$ cat src/rtl/dcg_pkg.sv
package dcg_pkg;

    localparam int STAGE_W   = 8;
    localparam int DIV_W     = 4;
    localparam int SEL_W     = 3;
    localparam int BASE_MIN  = 17;
    localparam int BASE_STEP = 2;
    localparam int DIV_MAX   = 9;

    localparam int BASE_MAX  = BASE_MIN + BASE_STEP * ((1 << SEL_W) - 1);
    localparam int TICK_W    = $clog2(BASE_MAX + 1);
    localparam int SCALE_W   = $clog2(DIV_MAX + 1);
    localparam int CYC_W     = DIV_MAX;

    // Latched generator settings, applied for one full divided period.
    typedef struct packed {
        logic [SEL_W-1:0]   sel;
        logic [SCALE_W-1:0] scale;
    } dcg_cfg_t;

    // Base period length in reference ticks for a stage selection.
    function automatic logic [TICK_W-1:0] base_ticks(input logic [SEL_W-1:0] sel);
        return TICK_W'(BASE_MIN + BASE_STEP * int'(sel));
    endfunction

    // Number of ticks the base clock stays high (odd length rounds up).
    function automatic logic [TICK_W-1:0] high_ticks(input logic [TICK_W-1:0] n);
        logic [TICK_W:0] wide;
        wide = {1'b0, n} + 1'b1;
        return wide[TICK_W:1];
    endfunction

    // Divider codes above the maximum behave as the maximum.
    function automatic logic [SCALE_W-1:0] sat_scale(input logic [DIV_W-1:0] code);
        if (int'(code) > DIV_MAX)
            return SCALE_W'(DIV_MAX);
        return SCALE_W'(code);
    endfunction

endpackage

$ cat src/rtl/dcg_cfg_reg.sv
module dcg_cfg_reg
    import dcg_pkg::*;
#(
    parameter int STG_W = STAGE_W,
    parameter int DV_W  = DIV_W
) (
    input  logic              clk,
    input  logic              rst,
    input  logic              load,
    input  logic [STG_W-1:0]  stage_in,
    input  logic [DV_W-1:0]   div_in,
    output dcg_cfg_t          cfg_q
);

    dcg_cfg_t cfg_d;

    always_comb begin
        cfg_d.sel   = stage_in[STG_W-1 -: SEL_W];
        cfg_d.scale = sat_scale(DIV_W'(div_in));
    end

    always_ff @(posedge clk) begin
        if (rst || load)
            cfg_q <= cfg_d;
    end

endmodule

$ cat src/rtl/dcg_tick_timer.sv
module dcg_tick_timer
    import dcg_pkg::*;
#(
    parameter int TW = TICK_W
) (
    input  logic          clk,
    input  logic          rst,
    input  logic [TW-1:0] n_ticks,
    output logic [TW-1:0] tick_cnt,
    output logic          last_tick,
    output logic          early_half
);

    logic [TW-1:0] hi_len;

    always_comb begin
        hi_len     = TW'(high_ticks(TICK_W'(n_ticks)));
        last_tick  = (tick_cnt == n_ticks - 1'b1);
        early_half = (tick_cnt < hi_len);
    end

    always_ff @(posedge clk) begin
        if (rst)
            tick_cnt <= '0;
        else if (last_tick)
            tick_cnt <= '0;
        else
            tick_cnt <= tick_cnt + 1'b1;
    end

endmodule

$ cat src/rtl/dcg_pow2_div.sv
module dcg_pow2_div
    import dcg_pkg::*;
#(
    parameter int CW = CYC_W,
    parameter int SW = SCALE_W
) (
    input  logic          clk,
    input  logic          rst,
    input  logic          step,
    input  logic [SW-1:0] scale,
    output logic          wrap,
    output logic          first_half
);

    logic [CW-1:0] base_cnt;
    logic [CW-1:0] limit;
    logic [SW-1:0] msb_idx;
    logic [CW-1:0] ones;

    always_comb begin
        ones       = '1;
        limit      = ~(ones << scale);
        msb_idx    = scale - 1'b1;
        wrap       = step && (base_cnt == limit);
        first_half = ((base_cnt >> msb_idx) == '0);
    end

    always_ff @(posedge clk) begin
        if (rst)
            base_cnt <= '0;
        else if (step)
            base_cnt <= wrap ? '0 : base_cnt + 1'b1;
    end

endmodule

$ cat src/rtl/dco_clkgen.sv
module dco_clkgen
    import dcg_pkg::*;
#(
    parameter int STG_W = STAGE_W,
    parameter int DV_W  = DIV_W
) (
    input  logic             clk,
    input  logic             rst,
    input  logic [STG_W-1:0] stage_code,
    input  logic [DV_W-1:0]  div_code,
    output logic             iclk_out,
    output logic             iclk_edge
);

    dcg_cfg_t         cfg_q;
    logic [TICK_W-1:0] n_ticks;
    logic [TICK_W-1:0] tick_cnt;
    logic             last_tick;
    logic             early_half;
    logic             wrap;
    logic             first_half;
    logic             run_q;
    logic             out_next;

    dcg_cfg_reg #(.STG_W(STG_W), .DV_W(DV_W)) u_cfg (
        .clk      (clk),
        .rst      (rst),
        .load     (wrap),
        .stage_in (stage_code),
        .div_in   (div_code),
        .cfg_q    (cfg_q)
    );

    assign n_ticks = base_ticks(cfg_q.sel);

    dcg_tick_timer #(.TW(TICK_W)) u_tick (
        .clk        (clk),
        .rst        (rst),
        .n_ticks    (n_ticks),
        .tick_cnt   (tick_cnt),
        .last_tick  (last_tick),
        .early_half (early_half)
    );

    dcg_pow2_div #(.CW(CYC_W), .SW(SCALE_W)) u_div (
        .clk        (clk),
        .rst        (rst),
        .step       (last_tick),
        .scale      (cfg_q.scale),
        .wrap       (wrap),
        .first_half (first_half)
    );

    // High phase comes first in each period; the whole first period after
    // reset is held low while run_q is clear.
    always_comb begin
        if (cfg_q.scale == '0)
            out_next = run_q && early_half;
        else
            out_next = run_q && first_half;
    end

    always_ff @(posedge clk) begin
        if (rst) begin
            run_q     <= 1'b0;
            iclk_out  <= 1'b0;
            iclk_edge <= 1'b0;
        end else begin
            if (wrap)
                run_q <= 1'b1;
            iclk_out  <= out_next;
            iclk_edge <= (out_next != iclk_out);
        end
    end

endmodule

$ cat config.mk
export PLATFORM = sky130hd
export DESIGN_NAME = dco_clkgen
export DESIGN_NICKNAME = d
export VERILOG_FILES = /design/src/rtl/dcg_pkg.sv /design/src/rtl/dcg_cfg_reg.sv /design/src/rtl/dcg_tick_timer.sv /design/src/rtl/dcg_pow2_div.sv /design/src/rtl/dco_clkgen.sv
export SDC_FILE = /design/constraint.sdc
export NUM_CORES = 1
export LEC_CHECK = 0
export ABC_AREA = 1
export CAP_MARGIN = 20
export CORE_MARGIN = 3
export CORE_UTILIZATION = 60
export CTS_CLUSTER_DIAMETER = 150
export DETAILED_ROUTE_END_ITERATION = 10
export DONT_BUFFER_PORTS = 1
export PLACE_DENSITY = 0.85
export SYNTH_ARGS = -nofsm -noshare
export SYNTH_HDL_FRONTEND = slang
export SYNTH_SLANG_ARGS = --single-unit
$ cat constraint.sdc
create_clock -name clk -period 2.25 [get_ports clk]
set_input_delay 0.45 -clock clk [delete_from_list [all_inputs] [get_ports clk]]
set_output_delay 0.45 -clock clk [all_outputs]
set_load 0.01 [all_outputs]
==> impl_metrics.ini, run 1 <==
[logic_synthesis]
syn-cell-area_sq_mm = 0.00169
synth_ff_type = dfxtp_1
synth_top_cell_by_area = dfxtp_1
avgSynthCellArea_sq_um = 7.70
ys_types = 39
synth_edf_count = 7
synth-seq-cells = 24
syn_inst = 219
synth_commonest_cells = nand2_1 (49), inv_1 (26), nor2_1 (26)
synth.top_cell.area_share_pct = 20.2
synth_seq_area_share_pct = 32.7
synth_most_common_cell = nand2_1
synth_nets = 246
yosysWarnings = 0
synthArstFlopShare_pct = 0
synthTopCellsByArea = dfxtp_1 (20%), edfxtp_1 (12%), nand2_1 (11%), ha_1 (9.7%), inv_1 (5.8%)

[critical_path]
path_max_fanout = 3
end_kind = flop
reg2regPathDepth = 11
worstPathArrival_ns = 2.35
cp_slowest_cell = edfxtp_1
reg2reg_slack_ns = 0.13
cp.required_ns = 2.48
r2r-start = u_cfg.cfg_q[4]
path_cells = ha_1 > ha_1 > inv_1 > ha_1 > nand2_1 > nor2_1 > o21ai_0 > a21oi_1 > nor2_1 > a21oi_1 > nor2_1
crit_type = flop to flop
rr_endpoint = iclk_edge
crit_path_max_incr_delay_ns = 0.47
startpoint_type = flop

[final_layout]
multi_input_area_sq_um = 990
num_antenna_cells = 0
nFillCells = 223
seq_area_sq_um = 551
final_cells = 251
area_delta_synth_final_pct = 4.45
layout-drive-gt1-share_pct = 14.9
layout.nets = 249

[power_and_ir_drop]
p_clk_share_pct = 31.4
leakagePower_nw = 0.816
netSwitchingFraction_pct = 25.3
powerDensity_mw_per_mm2 = 485
power_frac_seq_pct = 55.5
comb_power_share_pct = 13.1
power.ir.vdd_worst_v = 0.000499
p_int_mw = 0.638
netSwitchingPower_mw = 0.216

[sta]
fin_crit_sh_pct = 94.3
worst_slew_margin_rel_pct = 74.9
tns_ns = 0
grt_setup_unrepaired = false
worstMarginPinSlew_ns = 0.376
clock_skew_ns = 0.00124
setup_violations = 0
maxSlewViolCount = 0
hold_viol_final = 0
layout_min_cycle_time_ns = 2.12
max_freq_ghz = 0.471

[clock_tree]
post_cts_resized = 0
cts_setup_buffers = 0
clkLatencyLatePin_ns = 0.32
clk_path_buf_depth = 2
root_buffer = clkbuf_4
cts_hold_buf = 0
tritoncts = built
cts.clk_slew.worst_paths_ns = 0.13
cts_buffers = 3
cts.sinks = 24
htreeDepth = 1

[route]
drt-total-wl_mm = 2.99
drtPass1Iterations = 4
wire_per_inst_um = 11.9
vias_per_cell = 5.18
vias = 1300
remaining_drc_errors = 0
dr.first_iter.drc_count = 64
antenna_left = 0

[global_routing]
overflow = 0
grt_pass1_wl_mm = 5.21
grt_pass1_vias = 1222
grt_usage_pct = 19.4
antenna_found_initial = 0
grt_max_degree = 17

[floorplanning]
core_area_sq_mm = 0.00257
die_h_um = 59
rows = 18
initial_core_util_pct = 65.6
die_x_um = 59
die_area_sq_mm = 0.00348
ioPinCount = 16

[min_path]
holdPathEnd = run_q
hold_class = input port to flop
min_from = rst
min_path_cells = 1

[placement]
place.gp.congestion = 0.817
portBuffers = 0
numPlacedInstances = 247
dp_hpwl_mm = 2.37

[job]
cap_violations = 0

[status]
status = complete, no violations
[stage by stage]
step	setup WS [ns]	power, mW	hold slack (ns)	util, %	cell area [sq um]
final	0.127	0.853	0.179	68.6	1760
after global routing	0.00986	0.899	0.156	68.6	1760
after CTS	0.0886	0.864	0.167	68.5	1760
after detailed placement	0.101	0.594	0.447	66.6	1710
after global placement	0.155	0.590	0.443	66.6	1710
after floorplan	0.233	0.573	0.430	-	1690
[cell usage in the layout (no fill, tap or decap), types with 2 or more instances in the layout]
cell	instances
a21oi_1	11
buf_4	2
clkbuf_4	3
dfxtp_1	17
edfxtp_1	7
ha_1	12
inv_1	26
inv_2	2
nand2_1	49
nand2_2	4
nand3_1	10
nand4_1	2
nor2_1	26
nor2_2	3
nor3_1	3
nor3_2	4
nor3b_2	4
o21ai_0	6
xor2_1	10
[critical path: cells and delay by family, from the launching register on]
family,cells,cell delay (ns)
adders and majority gates,3,0.78
DFF,1,0.47
and+or+nand+nor,4,0.30
AOI/OAI and AO/OA,3,0.45
buffers and inverters,1,0.04
[state kept, by name, summed over array words and instances, names as in the netlist]
| register | cells |
|---|---|
| u_div.base_cnt | 9 |
| u_cfg.cfg_q | 7 |
| u_tick.tick_cnt | 5 |
| iclk_edge | 1 |
| iclk_out | 1 |
| run_q | 1 |
[final cells by class]
cell class	instances	share of cell area, %
timing repair buffer	2	0.853
inverter	30	6.82
sequential	24	31.3
clock buffer	4	2.70
multi-input combinational	161	56.2
tap	30	2.13
[layer usage]
layer  GRT usage [%]  routed length, um
met1            23.0               1380
met2            35.2               1480
met3            3.05                 76
met4            6.80                 64
met5               0                  0
[how the worst max path moves through the flow]
stage,slack (ns),cells past startpoint,end,startpoint
finish,0.13,11,iclk_edge,u_cfg.cfg_q[4]
global route,0.01,14,iclk_edge,u_cfg.cfg_q[1]
CTS,0.09,10,u_cfg.cfg_q[0],u_cfg.cfg_q[1]
detailed placement,0.10,10,u_cfg.cfg_q[0],u_cfg.cfg_q[1]
global placement,0.16,10,u_cfg.cfg_q[0],u_cfg.cfg_q[1]
floorplan,0.23,10,u_cfg.cfg_q[0],u_cfg.cfg_q[0]
[cell families after synthesis]
family | Yosys count | synth area share (%)
AND/OR/NAND/NOR | 114 | 35.5
buffers and inverters | 34 | 8.76
XOR/XNOR | 11 | 5.72
flip-flops | 24 | 32.7
adder cells (fa/ha/maj) | 13 | 9.65
AO/OA/AOI/OAI | 23 | 7.72
[power groups by stage]
stage / Sequential, mW / Combinational (mW) / Clock [mW]
2_1_floorplan: 0.478 / 0.0955 / 0
6_report: 0.473 / 0.112 / 0.268
3_3_place_gp: 0.483 / 0.107 / 0
5_1_grt: 0.476 / 0.129 / 0.294
3_5_place_dp: 0.483 / 0.111 / 0
4_1_cts: 0.474 / 0.112 / 0.279
Note: power is estimated with default switching activity, not from simulation.
==> run 2, diff against run 1 <==
- CORE_ASPECT_RATIO: default -> 0.5
==> impl_metrics.ini, run 2 (synthesized netlist as in run 1, its figures left out) <==
[clock_tree]
clkLatencyLatePin_ns = 0.27
root_buffer = clkbuf_8
cts.clk_slew.worst_paths_ns = 0.09
cts_buffers = 3
cts_hold_buf = 0
cts.sinks = 24
clk_path_buf_depth = 2
tritoncts = built
htreeDepth = 1

[final_layout]
layout.nets = 256
multi_input_area_sq_mm = 0.00102
largest_register_ffs = 9
nFillCells = 181
final_common_cell = nand2_1
layout-drive-gt1-share_pct = 18.0
reg.largest.list = u_div.base_cnt (9), u_cfg.cfg_q (7), u_tick.tick_cnt (5)
postLayoutCoreUtil_pct = 76.5
num_antenna_cells = 0
final_cell_mix = nand2_1 (49), nor2_1 (26), inv_1 (25)
top_register = u_div.base_cnt
area_delta_synth_final_pct = 10.4
seq_area_sq_um = 551
final_cells = 263

[global_routing]
grt_max_degree = 17
antenna_found_initial = 0
grt_usage_pct = 18.5
overflow = 0
grt_pass1_vias = 1210
grt_pass1_wl_mm = 5.13

[route]
dr.first_iter.drc_count = 124
vias_per_cell = 5.40
antenna_left = 0
drtPass1Iterations = 4
drt-total-wl_mm = 3.49
remaining_drc_errors = 0
vias = 1421
wire_per_inst_um = 13.3

[status]
violations = setup timing
status = finished, violations left

[floorplanning]
die_area_sq_mm = 0.00352
die_x_um = 81.0
initial_core_util_pct = 69.3
die_h_um = 43.5
rows = 12
core_area_sq_mm = 0.00243
ioPinCount = 16

[sta]
clock_skew_ns = 0.00330
maxSlewViolCount = 0
layout_min_cycle_time_ns = 2.25
max_freq_ghz = 0.444
setup_violations = 7
hold_ws_ns = 0.233
hold_viol_final = 0
worst_slew_margin_rel_pct = 72.2
worstMarginPinSlew_ns = 0.416
setup_ws_ns = -0.00379
fin_crit_sh_pct = 100

[critical_path]
reg2regPathDepth = 10
r2r-start = u_cfg.cfg_q[1]
startpoint_type = flop
cp.required_ns = 2.24
reg2reg_slack_ns = -0.004
end_kind = flop
rr_endpoint = u_cfg.cfg_q[5]
crit_type = flop to flop
worstPathArrival_ns = 2.24
path_max_fanout = 8

[placement]
place.gp.congestion = 0.912
portBuffers = 0
numPlacedInstances = 253
dp_hpwl_mm = 2.35

[min_path]
min_from = rst
holdPathEnd = run_q
hold_class = input port to flop
min_path_cells = 1

[power_and_ir_drop]
total_power_mw = 0.946
power.ir.vdd_worst_v = 0.000276
leakagePower_nw = 0.860
powerDensity_mw_per_mm2 = 509

[job]
cap_violations = 0
[run 2: worst max-delay path, cell delays in order, from the launching register on]
cell,delay [ns]
edfxtp_1,0.44
inv_2,0.11
ha_4,0.15
inv_1,0.06
ha_1,0.18
nor2_1,0.12
xor2_1,0.23
nand4_1,0.19
nor2_2,0.19
nand3b_4,0.16
nand2_8,0.15
[run 2: repair_timing]
item | 4_1_cts | 5_1_grt
setup buffers | 0 | 5
gates resized for setup | 0 | 4
setup endpoints to repair | 0 | 7
[run 2: report_power, final]
group / internal [mW] / switching [mW]
Clock: 0.193 / 0.148
Combinational: 0.0537 / 0.0772
Sequential: 0.458 / 0.0163
Total: 0.705 / 0.241
[run 2: metal layers]
| metal | routed length (um) | GRT usage (%) | up-vias |
|---|---|---|---|
| met1 | 1500 | 23.4 | 632 |
| met4 | 63 | 2.02 | 0 |
| met3 | 300 | 6.43 | 10 |
| met5 | 0 | 0 | - |
| met2 | 1630 | 31.6 | 57 |
| li1 | - | - | 722 |
[run 2: cell type report]
class / count / share of cell area [%]
multi-input cells: 162 / 54.8
flip-flops and latches: 24 / 29.6
inverters: 30 / 6.46
clock buffers: 4 / 3.56
repair buffers: 8 / 3.23
well taps: 35 / 2.35
[run 2: through the flow]
| step | worst slack (ns) | TNS [ns] | cell area [sq um] |
|---|---|---|---|
| 6_report | -0.00379 | -0.0182 | 1860 |
| 5_1_grt | -0.123 | -1.26 | 1860 |
| 4_1_cts | 0.0803 | 0 | 1790 |
| 3_5_place_dp | 0.114 | 0 | 1720 |
| 3_3_place_gp | 0.189 | 0 | 1720 |
| 2_1_floorplan | 0.233 | 0 | 1690 |
[run 2: worst max-delay path by stage]
stage	from	endpoint	slack [ns]	cells after the start
after floorplan	u_cfg.cfg_q[0]	u_cfg.cfg_q[0]	0.23	10
after global placement	u_cfg.cfg_q[1]	u_cfg.cfg_q[0]	0.19	10
after detailed placement	u_cfg.cfg_q[1]	u_cfg.cfg_q[0]	0.11	10
after CTS	u_cfg.cfg_q[1]	u_cfg.cfg_q[0]	0.08	10
after global routing	u_cfg.cfg_q[1]	u_cfg.cfg_q[5]	-0.12	10
final	u_cfg.cfg_q[1]	u_cfg.cfg_q[5]	-0.004	10
==> run 3, diff against run 2 <==
- CORE_ASPECT_RATIO: 0.5 -> 1.75
- CORE_MARGIN: 3 -> 8
- CORE_UTILIZATION: 60 -> 38
- PLACE_DENSITY: 0.85 -> 0.61
==> impl_metrics.ini, run 3 (synthesized netlist as in run 1, its figures left out) <==
[status]
status = complete, no violations

[sta]
worst_slew_margin_rel_pct = 75.9
setup_ws_ns = 0.190
layout_min_cycle_time_ns = 2.06
hold_viol_final = 0
setup_violations = 0
maxSlewViolCount = 0
worstMarginPinSlew_ns = 0.362
clock_skew_ns = 0.00514
tns_ns = 0
fin_crit_sh_pct = 91.6
grt_setup_unrepaired = false
max_freq_ghz = 0.485

[job]
cap_violations = 0

[route]
drtPass1Iterations = 4
vias = 1351
vias_per_cell = 4.88
wire_per_inst_um = 12.2
dr.first_iter.drc_count = 44
antenna_left = 0
remaining_drc_errors = 0
drt-total-wl_mm = 3.38

[critical_path]
worstPathArrival_ns = 2.23
end_kind = flop
reg2regPathDepth = 11
crit_type = flop to flop
path_max_fanout = 3
r2r-start = u_cfg.cfg_q[4]
rr_endpoint = iclk_edge
reg2reg_slack_ns = 0.19
cp.required_ns = 2.42
startpoint_type = flop
startpoint = u_cfg.cfg_q[4]

[final_layout]
layout-drive-gt1-share_pct = 16.8
reg.largest.list = u_div.base_cnt (9), u_cfg.cfg_q (7), u_tick.tick_cnt (5)
area_delta_synth_final_pct = 9.43
top_register = u_div.base_cnt
num_antenna_cells = 0
final_cell_mix = nand2_1 (49), inv_1 (26), nor2_1 (26)
layout.nets = 254
largest_register_ffs = 9
final_common_cell = nand2_1

[clock_tree]
clkLatencyLatePin_ns = 0.27
cts_buffers = 3
clk_path_buf_depth = 2
tritoncts = built
cts.sinks = 24
root_buffer = clkbuf_8
cts_hold_buf = 0
htreeDepth = 1
cts.clk_slew.worst_paths_ns = 0.08

[min_path]
min_path_cells = 1
hold_class = input port to flop
holdPathEnd = run_q
min_from = rst

[floorplanning]
core_area_sq_mm = 0.00432
initial_core_util_pct = 39.0
rows = 32
die_area_sq_mm = 0.00691
die_h_um = 104
ioPinCount = 16
die_x_um = 66.3

[placement]
place.gp.congestion = 0.810
pre_cts_ws_ns = 0.133
portBuffers = 0
dp_hpwl_mm = 2.72

[power_and_ir_drop]
netSwitchingPower_mw = 0.224
p_clk_share_pct = 33.1
netSwitchingFraction_pct = 25.2
power_frac_seq_pct = 53.2
power.ir.vdd_worst_v = 0.000321
comb_power_share_pct = 13.7
powerDensity_mw_per_mm2 = 483
p_int_mw = 0.666
leakagePower_nw = 0.847
total_power_mw = 0.890

[global_routing]
overflow = 0
grt_pass1_vias = 1381
antenna_found_initial = 0
grt_max_degree = 17
grt_usage_pct = 10.9
grt_pass1_wl_mm = 5.98
==> run 3: changes by cell type in the layout (fill, tap and decap cells not counted) <==
| cell | delta |
|---|---|
| buf_12 | +1 |
| buf_4 | -2 |
| clkbuf_16 | -1 |
| clkbuf_8 | +1 |
| ha_2 | +1 |
| ha_4 | -1 |
| inv_1 | +1 |
| inv_2 | -1 |
| nand2_8 | -1 |
==> run 3: final cells by class <==
cell class,instances,area (sq um)
inverter,30,120
multi-input combinational,161,990
clock buffer,4,55.1
timing repair buffer,7,65.1
fill,457,2480
sequential,24,551
tap,51,63.8
==> run 3: worst max-delay path by stage <==
| stage | endpoint | slack (ns) |
|---|---|---|
| 6_report | iclk_edge | 0.19 |
| 4_1_cts | u_cfg.cfg_q[2] | 0.12 |
| 2_1_floorplan | u_cfg.cfg_q[0] | 0.23 |
| 3_5_place_dp | u_cfg.cfg_q[2] | 0.13 |
| 3_3_place_gp | u_cfg.cfg_q[3] | 0.16 |
| 5_1_grt | iclk_edge | 0.02 |
==> run 3: through the flow <==
stage               util [%]  hold slack, ns  cell area (sq um)  instances
floorplan                  -           0.430               1690        219
global placement        40.3           0.438               1740        269
detailed placement      40.3           0.441               1740        269
CTS                     41.6           0.237               1800        273
global route            42.7           0.233               1840        277
finish                  42.7           0.242               1840        277
==> run 3: what timing repair did <==
action                     CTS  global route
gates resized for setup      0             1
setup buffers                0             4
setup endpoints to repair    0             7
==> run 3: critical path: stages, from the launching register on <==
cell,delay [ns]
edfxtp_1,0.44
ha_1,0.23
ha_1,0.26
inv_1,0.04
ha_1,0.29
a21oi_1,0.16
o21a_1,0.12
a21oi_1,0.05
nor2_1,0.17
nand3_1,0.10
nand2_1,0.06
nor2_1,0.04
==> run 3: metal layers <==
| metal | GRT usage, % | wire length (um) | share of wire (%) |
|---|---|---|---|
| met1 | 10.1 | 1230 | 36 |
| met2 | 20.5 | 1910 | 57 |
| met3 | 1.83 | 99 | 2.9 |
| met4 | 6.14 | 136 | 4.0 |
| met5 | 0 | 0 | 0 |
==> run 3: power groups by stage <==
| stage | sequential (mW) | clock [mW] | combinational (mW) |
|---|---|---|---|
| floorplan | 0.478 | 0 | 0.0955 |
| global placement | 0.483 | 0 | 0.112 |
| detailed placement | 0.484 | 0 | 0.113 |
| CTS | 0.474 | 0.301 | 0.114 |
| global route | 0.476 | 0.321 | 0.142 |
| finish | 0.473 | 0.295 | 0.122 |
